===== src/rtl/tgen_pkg.sv =====
// Package: shared types for the dual-speed timing generator.
// Assumes: two-bit region and access class codes, as fixed at the top ports.
package tgen_pkg;

    // Horizontal region of the current slow cycle, in line order.
    typedef enum logic [1:0] {
        REG_RBORDER = 2'd0,
        REG_HBLANK  = 2'd1,
        REG_LBORDER = 2'd2,
        REG_ACTIVE  = 2'd3
    } hregion_e;

    // Target class of a fast-side access.
    typedef enum logic [1:0] {
        ACC_LOWRAM = 2'd0,
        ACC_LOWIO  = 2'd1,
        ACC_SLOW   = 2'd2,
        ACC_UNPEN  = 2'd3
    } acc_class_e;

    // Progress of a slow-side access.
    typedef enum logic [1:0] {
        SY_IDLE = 2'd0,
        SY_WAIT = 2'd1,
        SY_BUSY = 2'd2
    } sync_state_e;

endpackage


===== src/rtl/tgen_fast_seq.sv =====
// Module: fast-side cycle counter and refresh window generator.
// Does: strobes the last base clock of each fast cycle and raises the refresh
//       flag in the last REF_LEN clocks of every REF_PERIOD-clock period.
// Assumes: REF_LEN < REF_PERIOD; both counters start at zero after reset.
module tgen_fast_seq #(
    parameter int unsigned FAST_DIV   = 5,
    parameter int unsigned REF_PERIOD = 50,
    parameter int unsigned REF_LEN    = 5
) (
    input  logic clk,
    input  logic rst_n,
    output logic fast_stb,
    output logic refresh_active
);
    localparam int unsigned FW = (FAST_DIV > 1) ? $clog2(FAST_DIV) : 1;
    localparam int unsigned RW = (REF_PERIOD > 1) ? $clog2(REF_PERIOD) : 1;
    localparam int unsigned REF_START = REF_PERIOD - REF_LEN;

    logic [FW-1:0] fast_cnt_q;

    // Fast cycle position, wrapping at FAST_DIV.
    always_ff @(posedge clk) begin
        if (!rst_n) begin
            fast_cnt_q <= '0;
        end else if (fast_cnt_q == FW'(FAST_DIV - 1)) begin
            fast_cnt_q <= '0;
        end else begin
            fast_cnt_q <= fast_cnt_q + 1'b1;
        end
    end

    assign fast_stb = (fast_cnt_q == FW'(FAST_DIV - 1));

    generate
        if (REF_LEN == 0) begin : g_no_refresh
            assign refresh_active = 1'b0;
        end else begin : g_refresh
            logic [RW-1:0] ref_cnt_q;

            // Position within the refresh period.
            always_ff @(posedge clk) begin
                if (!rst_n) begin
                    ref_cnt_q <= '0;
                end else if (ref_cnt_q == RW'(REF_PERIOD - 1)) begin
                    ref_cnt_q <= '0;
                end else begin
                    ref_cnt_q <= ref_cnt_q + 1'b1;
                end
            end

            assign refresh_active = (ref_cnt_q >= RW'(REF_START));
        end
    endgenerate

endmodule


===== src/rtl/tgen_slow_seq.sv =====
// Module: slow-side cycle, horizontal slot and line counter.
// Does: counts SLOW_DIV clocks per slow cycle, stretching the last slot of a
//       line to SLOW_LONG_DIV; tracks the slot within the line and the line
//       within the realignment frame, and flags the frame's final clock.
// Assumes: the chosen lengths make the frame a multiple of the fast cycle.
module tgen_slow_seq #(
    parameter int unsigned SLOW_DIV      = 14,
    parameter int unsigned SLOW_LONG_DIV = 16,
    parameter int unsigned SLOTS         = 65,
    parameter int unsigned LINES         = 25,
    localparam int unsigned HW = (SLOTS > 1) ? $clog2(SLOTS) : 1
) (
    input  logic          clk,
    input  logic          rst_n,
    output logic          slow_stb,
    output logic [HW-1:0] hpos,
    output logic          realign
);
    localparam int unsigned MAXD = (SLOW_LONG_DIV > SLOW_DIV) ? SLOW_LONG_DIV : SLOW_DIV;
    localparam int unsigned CW   = (MAXD > 1) ? $clog2(MAXD) : 1;
    localparam int unsigned LW   = (LINES > 1) ? $clog2(LINES) : 1;

    logic [CW-1:0] cnt_q;
    logic [HW-1:0] hpos_q;
    logic [LW-1:0] line_q;
    logic          last_slot;
    logic          last_line;
    logic [CW-1:0] term;

    // Terminal count of the current slow cycle, long in the final slot.
    always_comb begin
        last_slot = (hpos_q == HW'(SLOTS - 1));
        last_line = (line_q == LW'(LINES - 1));
        term      = last_slot ? CW'(SLOW_LONG_DIV - 1) : CW'(SLOW_DIV - 1);
        slow_stb  = (cnt_q == term);
    end

    // Advance clock, slot and line counters.
    always_ff @(posedge clk) begin
        if (!rst_n) begin
            cnt_q  <= '0;
            hpos_q <= '0;
            line_q <= '0;
        end else if (slow_stb) begin
            cnt_q <= '0;
            if (last_slot) begin
                hpos_q <= '0;
                line_q <= last_line ? '0 : line_q + 1'b1;
            end else begin
                hpos_q <= hpos_q + 1'b1;
            end
        end else begin
            cnt_q <= cnt_q + 1'b1;
        end
    end

    assign hpos    = hpos_q;
    assign realign = slow_stb && last_slot && last_line;

endmodule


===== src/rtl/tgen_region_dec.sv =====
// Module: horizontal region decoder.
// Does: maps a slot number within the line onto right border, blank,
//       left border or active video, in that order.
// Assumes: slots past the three leading regions are all active video.
module tgen_region_dec
    import tgen_pkg::*;
#(
    parameter int unsigned HW      = 7,
    parameter int unsigned RB_LEN  = 6,
    parameter int unsigned HB_LEN  = 13,
    parameter int unsigned LB_LEN  = 6
) (
    input  logic [HW-1:0] hpos,
    output hregion_e      region
);
    localparam int unsigned HB_START  = RB_LEN;
    localparam int unsigned LB_START  = RB_LEN + HB_LEN;
    localparam int unsigned ACT_START = RB_LEN + HB_LEN + LB_LEN;

    // Compare the slot against the region boundaries.
    always_comb begin
        if (hpos < HW'(HB_START)) begin
            region = REG_RBORDER;
        end else if (hpos < HW'(LB_START)) begin
            region = REG_HBLANK;
        end else if (hpos < HW'(ACT_START)) begin
            region = REG_LBORDER;
        end else begin
            region = REG_ACTIVE;
        end
    end

endmodule


===== src/rtl/tgen_access_ctl.sv =====
// Module: access stall control.
// Does: holds low-RAM accesses during refresh; makes slow-side accesses wait
//       for the next slow boundary and then span one whole slow cycle.
// Assumes: the requester keeps req_valid and req_class steady while stall is
//          high and drops or changes the request after the completing clock.
module tgen_access_ctl
    import tgen_pkg::*;
(
    input  logic       clk,
    input  logic       rst_n,
    input  logic       req_valid,
    input  acc_class_e req_class,
    input  logic       refresh_active,
    input  logic       slow_stb,
    output logic       stall
);
    sync_state_e st_q, st_d;
    logic        slow_req;

    assign slow_req = req_valid && (req_class == ACC_SLOW);

    // Next state and stall for the access presented this clock.
    always_comb begin
        st_d  = st_q;
        stall = 1'b0;
        case (st_q)
            SY_IDLE: begin
                if (slow_req) begin
                    stall = 1'b1;
                    st_d  = slow_stb ? SY_BUSY : SY_WAIT;
                end else if (req_valid && (req_class == ACC_LOWRAM)) begin
                    stall = refresh_active;
                end
            end
            SY_WAIT: begin
                stall = 1'b1;
                if (slow_stb) st_d = SY_BUSY;
            end
            SY_BUSY: begin
                stall = !slow_stb;
                if (slow_stb) st_d = SY_IDLE;
            end
            default: st_d = SY_IDLE;
        endcase
    end

    // Slow-access progress register.
    always_ff @(posedge clk) begin
        if (!rst_n) st_q <= SY_IDLE;
        else        st_q <= st_d;
    end

endmodule


===== src/rtl/dual_speed_timing.sv =====
// Module: dual-speed bus cycle timing generator (top).
// Does: combines the fast sequencer, slow sequencer, region decoder and
//       access stall control behind one set of ports.
// Assumes: a single base clock; all sequencers reset together.
module dual_speed_timing
    import tgen_pkg::*;
#(
    parameter int unsigned FAST_DIV      = 5,
    parameter int unsigned REF_PERIOD    = 50,
    parameter int unsigned REF_LEN       = 5,
    parameter int unsigned SLOW_DIV      = 14,
    parameter int unsigned SLOW_LONG_DIV = 16,
    parameter int unsigned SLOTS         = 65,
    parameter int unsigned LINES         = 25,
    parameter int unsigned RB_LEN        = 6,
    parameter int unsigned HB_LEN        = 13,
    parameter int unsigned LB_LEN        = 6
) (
    input  logic       clk,
    input  logic       rst_n,
    input  logic       req_valid,
    input  logic [1:0] req_class,
    output logic       fast_stb,
    output logic       slow_stb,
    output logic       refresh_active,
    output logic       stall,
    output logic [1:0] hregion,
    output logic       realign
);
    localparam int unsigned HW = (SLOTS > 1) ? $clog2(SLOTS) : 1;

    logic [HW-1:0] hpos;
    hregion_e      region;
    acc_class_e    cls;

    assign cls = acc_class_e'(req_class);

    tgen_fast_seq #(
        .FAST_DIV  (FAST_DIV),
        .REF_PERIOD(REF_PERIOD),
        .REF_LEN   (REF_LEN)
    ) u_fast (
        .clk           (clk),
        .rst_n         (rst_n),
        .fast_stb      (fast_stb),
        .refresh_active(refresh_active)
    );

    tgen_slow_seq #(
        .SLOW_DIV     (SLOW_DIV),
        .SLOW_LONG_DIV(SLOW_LONG_DIV),
        .SLOTS        (SLOTS),
        .LINES        (LINES)
    ) u_slow (
        .clk     (clk),
        .rst_n   (rst_n),
        .slow_stb(slow_stb),
        .hpos    (hpos),
        .realign (realign)
    );

    tgen_region_dec #(
        .HW    (HW),
        .RB_LEN(RB_LEN),
        .HB_LEN(HB_LEN),
        .LB_LEN(LB_LEN)
    ) u_region (
        .hpos  (hpos),
        .region(region)
    );

    tgen_access_ctl u_access (
        .clk           (clk),
        .rst_n         (rst_n),
        .req_valid     (req_valid),
        .req_class     (cls),
        .refresh_active(refresh_active),
        .slow_stb      (slow_stb),
        .stall         (stall)
    );

    assign hregion = region;

endmodule


===== config.mk =====
export PLATFORM = sky130hd
export DESIGN_NAME = dual_speed_timing
export DESIGN_NICKNAME = d
export VERILOG_FILES = /design/src/rtl/tgen_pkg.sv /design/src/rtl/tgen_fast_seq.sv /design/src/rtl/tgen_slow_seq.sv /design/src/rtl/tgen_region_dec.sv /design/src/rtl/tgen_access_ctl.sv /design/src/rtl/dual_speed_timing.sv
export SDC_FILE = /design/constraint.sdc
export NUM_CORES = 1
export LEC_CHECK = 0
export BUFFER_PORTS_ARGS = -buffer_cell sky130_fd_sc_hd__buf_2
export CELL_PAD_IN_SITES_DETAIL_PLACEMENT = 1
export CELL_PAD_IN_SITES_GLOBAL_PLACEMENT = 1
export CORE_ASPECT_RATIO = 2
export CORE_MARGIN = 2
export CORE_UTILIZATION = 35
export DETAILED_ROUTE_END_ITERATION = 10
export GPL_ROUTABILITY_DRIVEN = 0
export PLACE_DENSITY = 0.73
export SYNTH_ARGS = -nofsm -noshare
export SYNTH_HDL_FRONTEND = slang
export SYNTH_SLANG_ARGS = --single-unit

===== constraint.sdc =====
create_clock -name clk -period 2.75 [get_ports clk]
set_input_delay 0.55 -clock clk [delete_from_list [all_inputs] [get_ports clk]]
set_output_delay 0.55 -clock clk [all_outputs]
set_load 0.005 [all_outputs]

==> results of run 1 <==
state kept, by name (all words and copies together) (netlist names):
register / cells
u_slow.cnt_q: 4
u_slow.line_q: 5
u_fast.g_refresh.ref_cnt_q: 6
u_fast.fast_cnt_q: 3
u_access.st_q: 2
u_slow.hpos: 7
critical path, cell delays in order, from the launching register on:
cell and delay (ns):
dfxtp_1 0.35, inv_1 0.08, ha_1 0.22, and4bb_2 0.27, nand3_2 0.20, and3_1 0.25, a211o_1 0.21, buf_2 0.12
cells by family after synthesis:
family / Yosys count
AO/OA/AOI/OAI: 16
XOR/XNOR: 13
adder cells (fa/ha/maj): 10
buffers and inverters: 18
flip-flops: 27
multiplexers: 4
AND/OR/NAND/NOR: 74
cell usage in the layout, fill, tap and decap left out, types with 5 or more instances in the layout:
cell type   n
a21oi_1     5
and3_1      6
inv_1      13
ha_1       10
nand4_1     7
buf_2      11
dfxtp_1    27
nand2_1     9
xor2_1      7
nor2_1     18
o21ai_0     5
nand3_1     7
xnor2_1     6
nor2b_1     6
path summary, 6_finish.rpt:
kind                            cells after the start               end  slack [ns]
worst max register to register                      6  u_slow.line_q[2]        0.99
worst min register to register                      2    u_slow.hpos[1]        0.52
worst max-delay path                                7             stall        0.23
worst min-delay path                                2    u_slow.hpos[1]        0.52
area by class of cell:
type | count | area, um2
clock buffer | 3 | 41.3
clock inverter | 1 | 7.51
fill | 497 | 2310
inverter | 13 | 48.8
multi-input combinational | 117 | 820
sequential | 27 | 541
tap | 51 | 63.8
timing repair buffer | 11 | 55.1
per-layer routing:
| layer | vias to the layer above | global-route usage, % | share of wire (%) |
|---|---|---|---|
| li1 | 574 | - | - |
| met4 | 0 | 7.86 | 3.5 |
| met5 | - | 0 | 0 |
| met1 | 555 | 12.8 | 36 |
| met2 | 15 | 29.3 | 58 |
| met3 | 9 | 2.22 | 2.0 |
power groups by stage:
stage / Combinational (mW) / Clock (mW) / Sequential [mW]
2_1_floorplan: 0.0337 / 0 / 0.422
3_3_place_gp: 0.0416 / 0 / 0.426
3_5_place_dp: 0.0454 / 0 / 0.427
4_1_cts: 0.0459 / 0.243 / 0.418
5_1_grt: 0.0532 / 0.255 / 0.419
6_report: 0.0443 / 0.229 / 0.418
per-stage QoR:
stage	total power, mW	cells	setup slack [ns]
after CTS	0.706	223	0.199
after global routing	0.728	223	0.101
after detailed placement	0.473	219	0.541
final	0.691	223	0.229
after floorplan	0.456	162	0.780
after global placement	0.467	219	0.559
==> reports/qor.csv, run 1 <==
metric;value;unit
clkTransAtPathRegs;0.09;ns
synth-compound-area-share;7.01;%
synthesis.nets;177;
finalSetupViolCount;0;
cp-startpoint;u_slow.hpos[0];
power_frac_seq;60.5;%
yosysTopAreaCellShare;37.8;%
crit_required;2.20;ns
synth.area.mux_share;2.80;%
ys_types;38;
pwr-share-comb;6.4;%
antenna_cells;0;
synth_edf_count;0;
drv_cap;0;
ctsResizeCount;0;
finalCriticalPeriod;2.52;ns
grt_max_degree;21;
wl_per_cell;13.7;um
tightest_slew;0.594;ns
grt_pass1_vias;1192;
nNetsFinal;188;
endpoint_kind;output port;
post_cts_buffers;0;
cts_buffers;3;
slew_headroom;60.0;%
min-delay-start;u_slow.hpos[1];
antenna_left;0;
utilization;40.6;%
drt_first_pass_iters;4;
die-area;0.00464;mm2
clockBufferDepth;2;
power.internal;527;uW
die_w;49.2;um
grt.total_usage;14.4;%
p_leak;0.672;nW
pwr_density_cell;438;mW/mm2
pin_count;12;
netlist_area;0.00143;mm2
fin_tns_setup;0;ns
slew_viol_final;0;
synth_area_leaders;dfxtp_1 (38%), ha_1 (8.8%), nor2_1 (4.7%);
startpoint_type;register;
clock_skew;0.0103;ns
dpl.hpwl;2440;um
initialDrtViolationCount;10;
switchingPower;164;uW
critPathKind;reg -> out;
areaGrowthSynthToFinish;10.3;%
grt-ovfl-total;0;
totalWireLength;3050;um
cts_hold_buf;0;
ys_top_cells_by_count;dfxtp_1 (27), nor2_1 (18), inv_1 (13);
async_flop_share;0;%
max_freq;397;MHz
grt_setup_unrepaired;false;
switching_share;23.7;%
synth_xor_area_share;7.97;%
drive_gt1_share;13.4;%
rows;32;
status;complete, no violations;
root_buffer;clkbuf_8;
synth-simple-area-share;30.8;%
io_buffers;11;
synth_ff_type;dfxtp_1;
synth_top_family_by_area;simple AND/OR/NAND/NOR gates;
period_share;91.7;%
clkPwrFrac;33.1;%
ys_ff_latch;27;
crit_fanout;9;
core-area;0.00388;mm2
vias;1153;
seq_area_frac_synth;37.8;%
arrival;1.97;ns
fin_hold_ws;0.518;ns
clk_latency;0.28;ns
start_util;36.8;%
grt_pass1_wl;5150;um
postSynthAreaPerCell;8.82;um2
yosys.area_share.adder;8.76;%
vias_per_cell;5.17;
cts_num_sinks;27;
hold_violations;0;
syn_inst;162;
die_y;94.4;um
antenna_found_initial;0;
synth_warnings;0;
r2r-start;u_slow.hpos[0];
drc;0;
design_area;0.00158;mm2
htreeDepth;1;
synth_top_area_cell;dfxtp_1;
hold_class;reg -> reg;
ir_worst_vdd;0.000295;V
synth.most_common_cell;dfxtp_1;
cts_tree;done;
placed_area;0.00153;mm2
Note: power is estimated with default switching activity, not from simulation.
==> run 2: changes to the inputs <==
--- a/config.mk
+++ b/config.mk
@@ -5,15 +5,15 @@
 export SDC_FILE = /design/constraint.sdc
 export NUM_CORES = 1
 export LEC_CHECK = 0
+export ABC_CLOCK_PERIOD_IN_PS = 2750
 export BUFFER_PORTS_ARGS = -buffer_cell sky130_fd_sc_hd__buf_2
 export CELL_PAD_IN_SITES_DETAIL_PLACEMENT = 1
 export CELL_PAD_IN_SITES_GLOBAL_PLACEMENT = 1
 export CORE_ASPECT_RATIO = 2
-export CORE_MARGIN = 2
-export CORE_UTILIZATION = 35
+export CORE_UTILIZATION = 48
 export DETAILED_ROUTE_END_ITERATION = 10
 export GPL_ROUTABILITY_DRIVEN = 0
-export PLACE_DENSITY = 0.73
+export PLACE_DENSITY = 0.92
 export SYNTH_ARGS = -nofsm -noshare
 export SYNTH_HDL_FRONTEND = slang
 export SYNTH_SLANG_ARGS = --single-unit
==> reports/qor.csv, run 2 (same netlist as run 1, synthesis figures left out) <==
metric;value;unit;change
slew_viol_final;0;;unchanged
drv_cap;0;;unchanged
antenna_found_initial;0;;unchanged
multi_input_area;820;um2;unchanged
root_buffer;clkbuf_8;;unchanged
pwr_density_cell;448;mW/mm2;was 438 mW/mm2
total_power;693;uW;was 691 uW
drt_first_pass_iters;3;;was 4
final_common_cell;dfxtp_1;;unchanged
finalCriticalPeriod;2.55;ns;was 2.52 ns
final_cell_mix;dfxtp_1 (27), nor2_1 (18), inv_1 (13);;unchanged
status;complete, no violations;;unchanged
arrival;2.00;ns;was 1.97 ns
start_util;51.0;%;was 36.8%
largest_reg_flops;7;;unchanged
cts_num_sinks;27;;unchanged
register_area;541;um2;unchanged
antenna_cells;0;;unchanged
period_share;92.8;%;was 91.7%
crit_fanout;9;;unchanged
ctsResizeCount;0;;unchanged
startpoint_type;register;;unchanged
fin_hold_ws;0.503;ns;was 0.518 ns
io_buffers;11;;unchanged
finalSetupViolCount;0;;unchanged
core-area;0.00280;mm2;was 0.00388 mm2
clockBufferDepth;2;;unchanged
htreeDepth;1;;unchanged
endpoint_kind;output port;;unchanged
vias;1191;;was 1,153
cts_buffers;3;;unchanged
slew_headroom;61.4;%;was 60.0%
dpl.cell_count;197;;was 219
die_y;79.2;um;was 94.4 um
grt.total_usage;24.4;%;was 14.4%
die_w;40.6;um;was 49.2 um
hold_class;reg -> reg;;unchanged
die-area;0.00321;mm2;was 0.00464 mm2
clkTransAtPathRegs;0.09;ns;about the same
drive_gt1_share;13.4;%;unchanged
grt-ovfl-total;0;;unchanged
initialDrtViolationCount;16;;was 10
crit_required;2.20;ns;about the same
cts_tree;done;;unchanged
grt_pass1_wl;5480;um;was 5150 um
totalWireLength;3430;um;was 3050 um
critPathKind;reg -> out;;unchanged
dpl.hpwl;2580;um;was 2440 um
cts_hold_buf;0;;unchanged
p_leak;0.676;nW;was 0.672 nW
instances_no_fill;201;;was 223
grt_pass1_vias;1288;;was 1,192
grt_max_degree;21;;unchanged
hold_violations;0;;unchanged
max_freq;392;MHz;was 397 MHz
clk_latency;0.27;ns;was 0.28 ns
post_cts_buffers;0;;unchanged
vias_per_cell;5.93;;was 5.17
fin_tns_setup;0;ns;unchanged
fill_cells;357;;was 497
pin_count;12;;unchanged
tightest_slew;0.574;ns;was 0.594 ns
areaGrowthSynthToFinish;8.23;%;was 10.3%
nNetsFinal;188;;unchanged
clock_skew;0.00247;ns;was 0.0103 ns
rows;27;;was 32
grt_setup_unrepaired;false;;unchanged
wl_per_cell;17.1;um;was 13.7 um
antenna_left;0;;unchanged
ir_worst_vdd;0.000333;V;was 0.000295 V
drc;0;;unchanged
## run 2: worst max-delay path, cell delays in order, from the launching register on
cell and delay, ns:
dfxtp_1 0.36, inv_1 0.10, ha_1 0.22, and4bb_2 0.27
nand3_2 0.20, and3_1 0.25, a211o_1 0.22, buf_2 0.12
## run 2: layer usage
metal / up-vias / part of all wire, % / routed length [um] / global-route usage (%)
met2: 17 / 63 / 2150 / 49.0
met1: 594 / 34 / 1160 / 20.3
met4: 0 / 2.3 / 80 / 10.3
met5: - / 0 / 0 / 0
li1: 573 / - / - / -
met3: 7 / 1.3 / 43 / 2.51
## run 2: cell type report
type                            instances  share of cell area (%)
Multi-Input combinational cell        117                    53.0
Sequential cell                        27                    35.0
Timing Repair Buffer                   11                    3.56
Inverter                               13                    3.16
Clock buffer                            3                    2.67
Tap cell                               29                    2.35
Clock inverter                          1                   0.324
## run 2: through the flow
| stage | cell area (um2) | utilization [%] | setup slack (ns) |
|---|---|---|---|
| floorplan | 1430 | - | 0.780 |
| global placement | 1500 | 53.5 | 0.557 |
| detailed placement | 1500 | 53.5 | 0.481 |
| CTS | 1550 | 55.2 | 0.179 |
| global route | 1550 | 55.2 | 0.0815 |
| finish | 1550 | 55.2 | 0.197 |
## run 2: path summary, 6_finish.rpt
kind,startpoint,endpoint,slack (ns),depth (start not counted)
worst max-delay path,u_slow.hpos[0],stall,0.20,7
worst min-delay path,u_fast.g_refresh.ref_cnt_q[0],u_fast.g_refresh.ref_cnt_q[0],0.50,1
worst max register to register,u_slow.hpos[0],u_slow.line_q[2],0.93,6
worst min register to register,u_fast.g_refresh.ref_cnt_q[0],u_fast.g_refresh.ref_cnt_q[0],0.50,1
## run 2: report_power, final
group / total [mW] / switching (mW) / internal (mW)
registers: 0.418 / 0.0146 / 0.403
clock network: 0.228 / 0.126 / 0.102
logic: 0.0480 / 0.0258 / 0.0222
==> run 3: changes to the inputs <==
--- a/config.mk
+++ b/config.mk
@@ -5,15 +5,15 @@
 export SDC_FILE = /design/constraint.sdc
 export NUM_CORES = 1
 export LEC_CHECK = 0
-export ABC_CLOCK_PERIOD_IN_PS = 2750
+export ABC_CLOCK_PERIOD_IN_PS = 2800
 export BUFFER_PORTS_ARGS = -buffer_cell sky130_fd_sc_hd__buf_2
 export CELL_PAD_IN_SITES_DETAIL_PLACEMENT = 1
 export CELL_PAD_IN_SITES_GLOBAL_PLACEMENT = 1
 export CORE_ASPECT_RATIO = 2
-export CORE_UTILIZATION = 48
+export CORE_UTILIZATION = 44
 export DETAILED_ROUTE_END_ITERATION = 10
 export GPL_ROUTABILITY_DRIVEN = 0
-export PLACE_DENSITY = 0.92
+export PLACE_DENSITY = 0.86
 export SYNTH_ARGS = -nofsm -noshare
 export SYNTH_HDL_FRONTEND = slang
 export SYNTH_SLANG_ARGS = --single-unit
==> constraint.sdc (replaced) <==
create_clock -name clk -period 2.8 [get_ports clk]
set_input_delay 0.56 -clock clk [delete_from_list [all_inputs] [get_ports clk]]
set_output_delay 0.56 -clock clk [all_outputs]
set_load 0.005 [all_outputs]
==> reports/qor.csv, run 3 (same netlist as run 1, synthesis figures left out) <==
metric;value;unit;change
status;complete, no violations;;unchanged
crit_required;2.24;ns;was 2.20 ns
period_share;90.5;%;
rows;28;;was 27
post_cts_buffers;0;;unchanged
max_freq;394;MHz;
vias;1159;;was 1,191
endpoint_kind;output port;;unchanged
clkPwrFrac;32.7;%;was 32.8%
arrival;1.97;ns;was 2.00 ns
clockBufferDepth;2;;unchanged
power_frac_seq;60.7;%;was 60.2%
cts_buffers;3;;unchanged
antenna_found_initial;0;;unchanged
largest_reg_flops;7;;unchanged
min-delay-start;u_fast.g_refresh.ref_cnt_q[5];;was u_fast.g_refresh.ref_cnt_q[0]
power.internal;519;uW;was 527 uW
root_buffer;clkbuf_8;;unchanged
start_util;47.4;%;was 51.0%
antenna_cells;0;;unchanged
vias_per_cell;5.74;;was 5.93
switchingPower;156;uW;was 166 uW
antenna_left;0;;unchanged
clkTransAtPathRegs;0.09;ns;about the same
die_y;82.6;um;was 79.2 um
clk_latency;0.27;ns;about the same
wl_per_cell;15.6;um;was 17.1 um
crit_fanout;9;;unchanged
switching_share;23.1;%;was 24.0%
nNetsFinal;188;;unchanged
grt_setup_unrepaired;false;;unchanged
final_cell_mix;dfxtp_1 (27), nor2_1 (18), inv_1 (13);;unchanged
dpl.hpwl;2530;um;was 2580 um
startpoint_type;register;;unchanged
grt_pass1_wl;5700;um;was 5480 um
r2r-start;u_slow.hpos[0];;unchanged
critPathKind;reg -> out;;unchanged
totalWireLength;3150;um;was 3430 um
clock_skew;0.00186;ns;was 0.00247 ns
die-area;0.00349;mm2;was 0.00321 mm2
pwr_density_cell;436;mW/mm2;was 448 mW/mm2
initialDrtViolationCount;7;;was 16
utilization;51.3;%;was 55.2%
pin_count;12;;unchanged
io_buffers;11;;unchanged
slew_viol_final;0;;unchanged
tightest_slew;0.537;ns;was 0.574 ns
ir_worst_vdd;0.000334;V;was 0.000333 V
cp-startpoint;u_slow.hpos[0];;unchanged
die_w;42.3;um;was 40.6 um
drive_gt1_share;12.8;%;was 13.4%
total_power;674;uW;was 693 uW
ctsResizeCount;0;;unchanged
cts_hold_buf;0;;unchanged
slew_headroom;63.8;%;was 61.4%
grt.total_usage;21.3;%;was 24.4%
fin_tns_setup;0;ns;unchanged
finalSetupViolCount;0;;unchanged
cts_tree;done;;unchanged
core-area;0.00301;mm2;was 0.00280 mm2
drc;0;;unchanged
p_leak;0.673;nW;was 0.676 nW
hold_class;reg -> reg;;unchanged
drv_cap;0;;unchanged
final_common_cell;dfxtp_1;;unchanged
grt-ovfl-total;0;;unchanged
hold_violations;0;;unchanged
pwr-share-comb;6.6;%;was 6.9%
cts_num_sinks;27;;unchanged
grt_max_degree;21;;unchanged
grt_pass1_vias;1304;;was 1,288
finalCriticalPeriod;2.53;ns;
areaGrowthSynthToFinish;8.23;%;unchanged
drt_first_pass_iters;3;;unchanged
htreeDepth;1;;unchanged
==> run 3: cell types whose count changed in the layout (fill, tap and decap cells not counted) <==
cell / change
clkbuf_1: +1
clkinv_2: -1
==> run 3: power by group through the flow <==
stage          Clock [mW]  Sequential (mW)  Combinational (mW)
4_1_cts             0.229            0.409              0.0466
6_report            0.220            0.409              0.0448
3_3_place_gp            0            0.417              0.0413
5_1_grt             0.244            0.412              0.0515
2_1_floorplan           0            0.414              0.0331
3_5_place_dp            0            0.418              0.0462
==> run 3: worst max-delay path, cell delays in order (launching register included) <==
cell and delay [ns]:
dfxtp_1 0.36, inv_1 0.09, ha_1 0.22, and4bb_2 0.27, nand3_2 0.19, and3_1 0.23
a211o_1 0.23, buf_2 0.13
==> run 3: worst paths after layout <==
check,to,slack (ns),depth (start not counted)
worst max-delay path,stall,0.27,7
worst min-delay path,u_fast.g_refresh.ref_cnt_q[5],0.52,2
worst max register to register,u_slow.line_q[4],0.95,6
worst min register to register,u_fast.g_refresh.ref_cnt_q[5],0.52,2
==> run 3: cell type report <==
class                           instances  area [um2]
Fill cell                             379        1470
Multi-Input combinational cell        117         820
Sequential cell                        27         541
Timing Repair Buffer                   11        55.1
Inverter                               13        48.8
Clock buffer                            4        45.0
Tap cell                               30        37.5
==> run 3: per-stage QoR <==
step                worst slack (ns)  cell area (um2)  hold slack [ns]  std cells
finish                         0.265             1550            0.515        202
global route                   0.143             1550            0.551        202
CTS                            0.236             1550            0.521        202
detailed placement             0.542             1500            0.504        198
global placement               0.640             1500            0.483        198
floorplan                      0.820             1430            0.456        162
==> run 3: routing by layer <==
layer / share of wire [%] / track usage [%] / vias to the layer above
met4: 3.7 / 13.8 / 0
met5: 0 / 0 / -
met1: 36 / 19.9 / 559
li1: - / - / 570
met3: 1.9 / 2.61 / 11
met2: 59 / 41.8 / 19
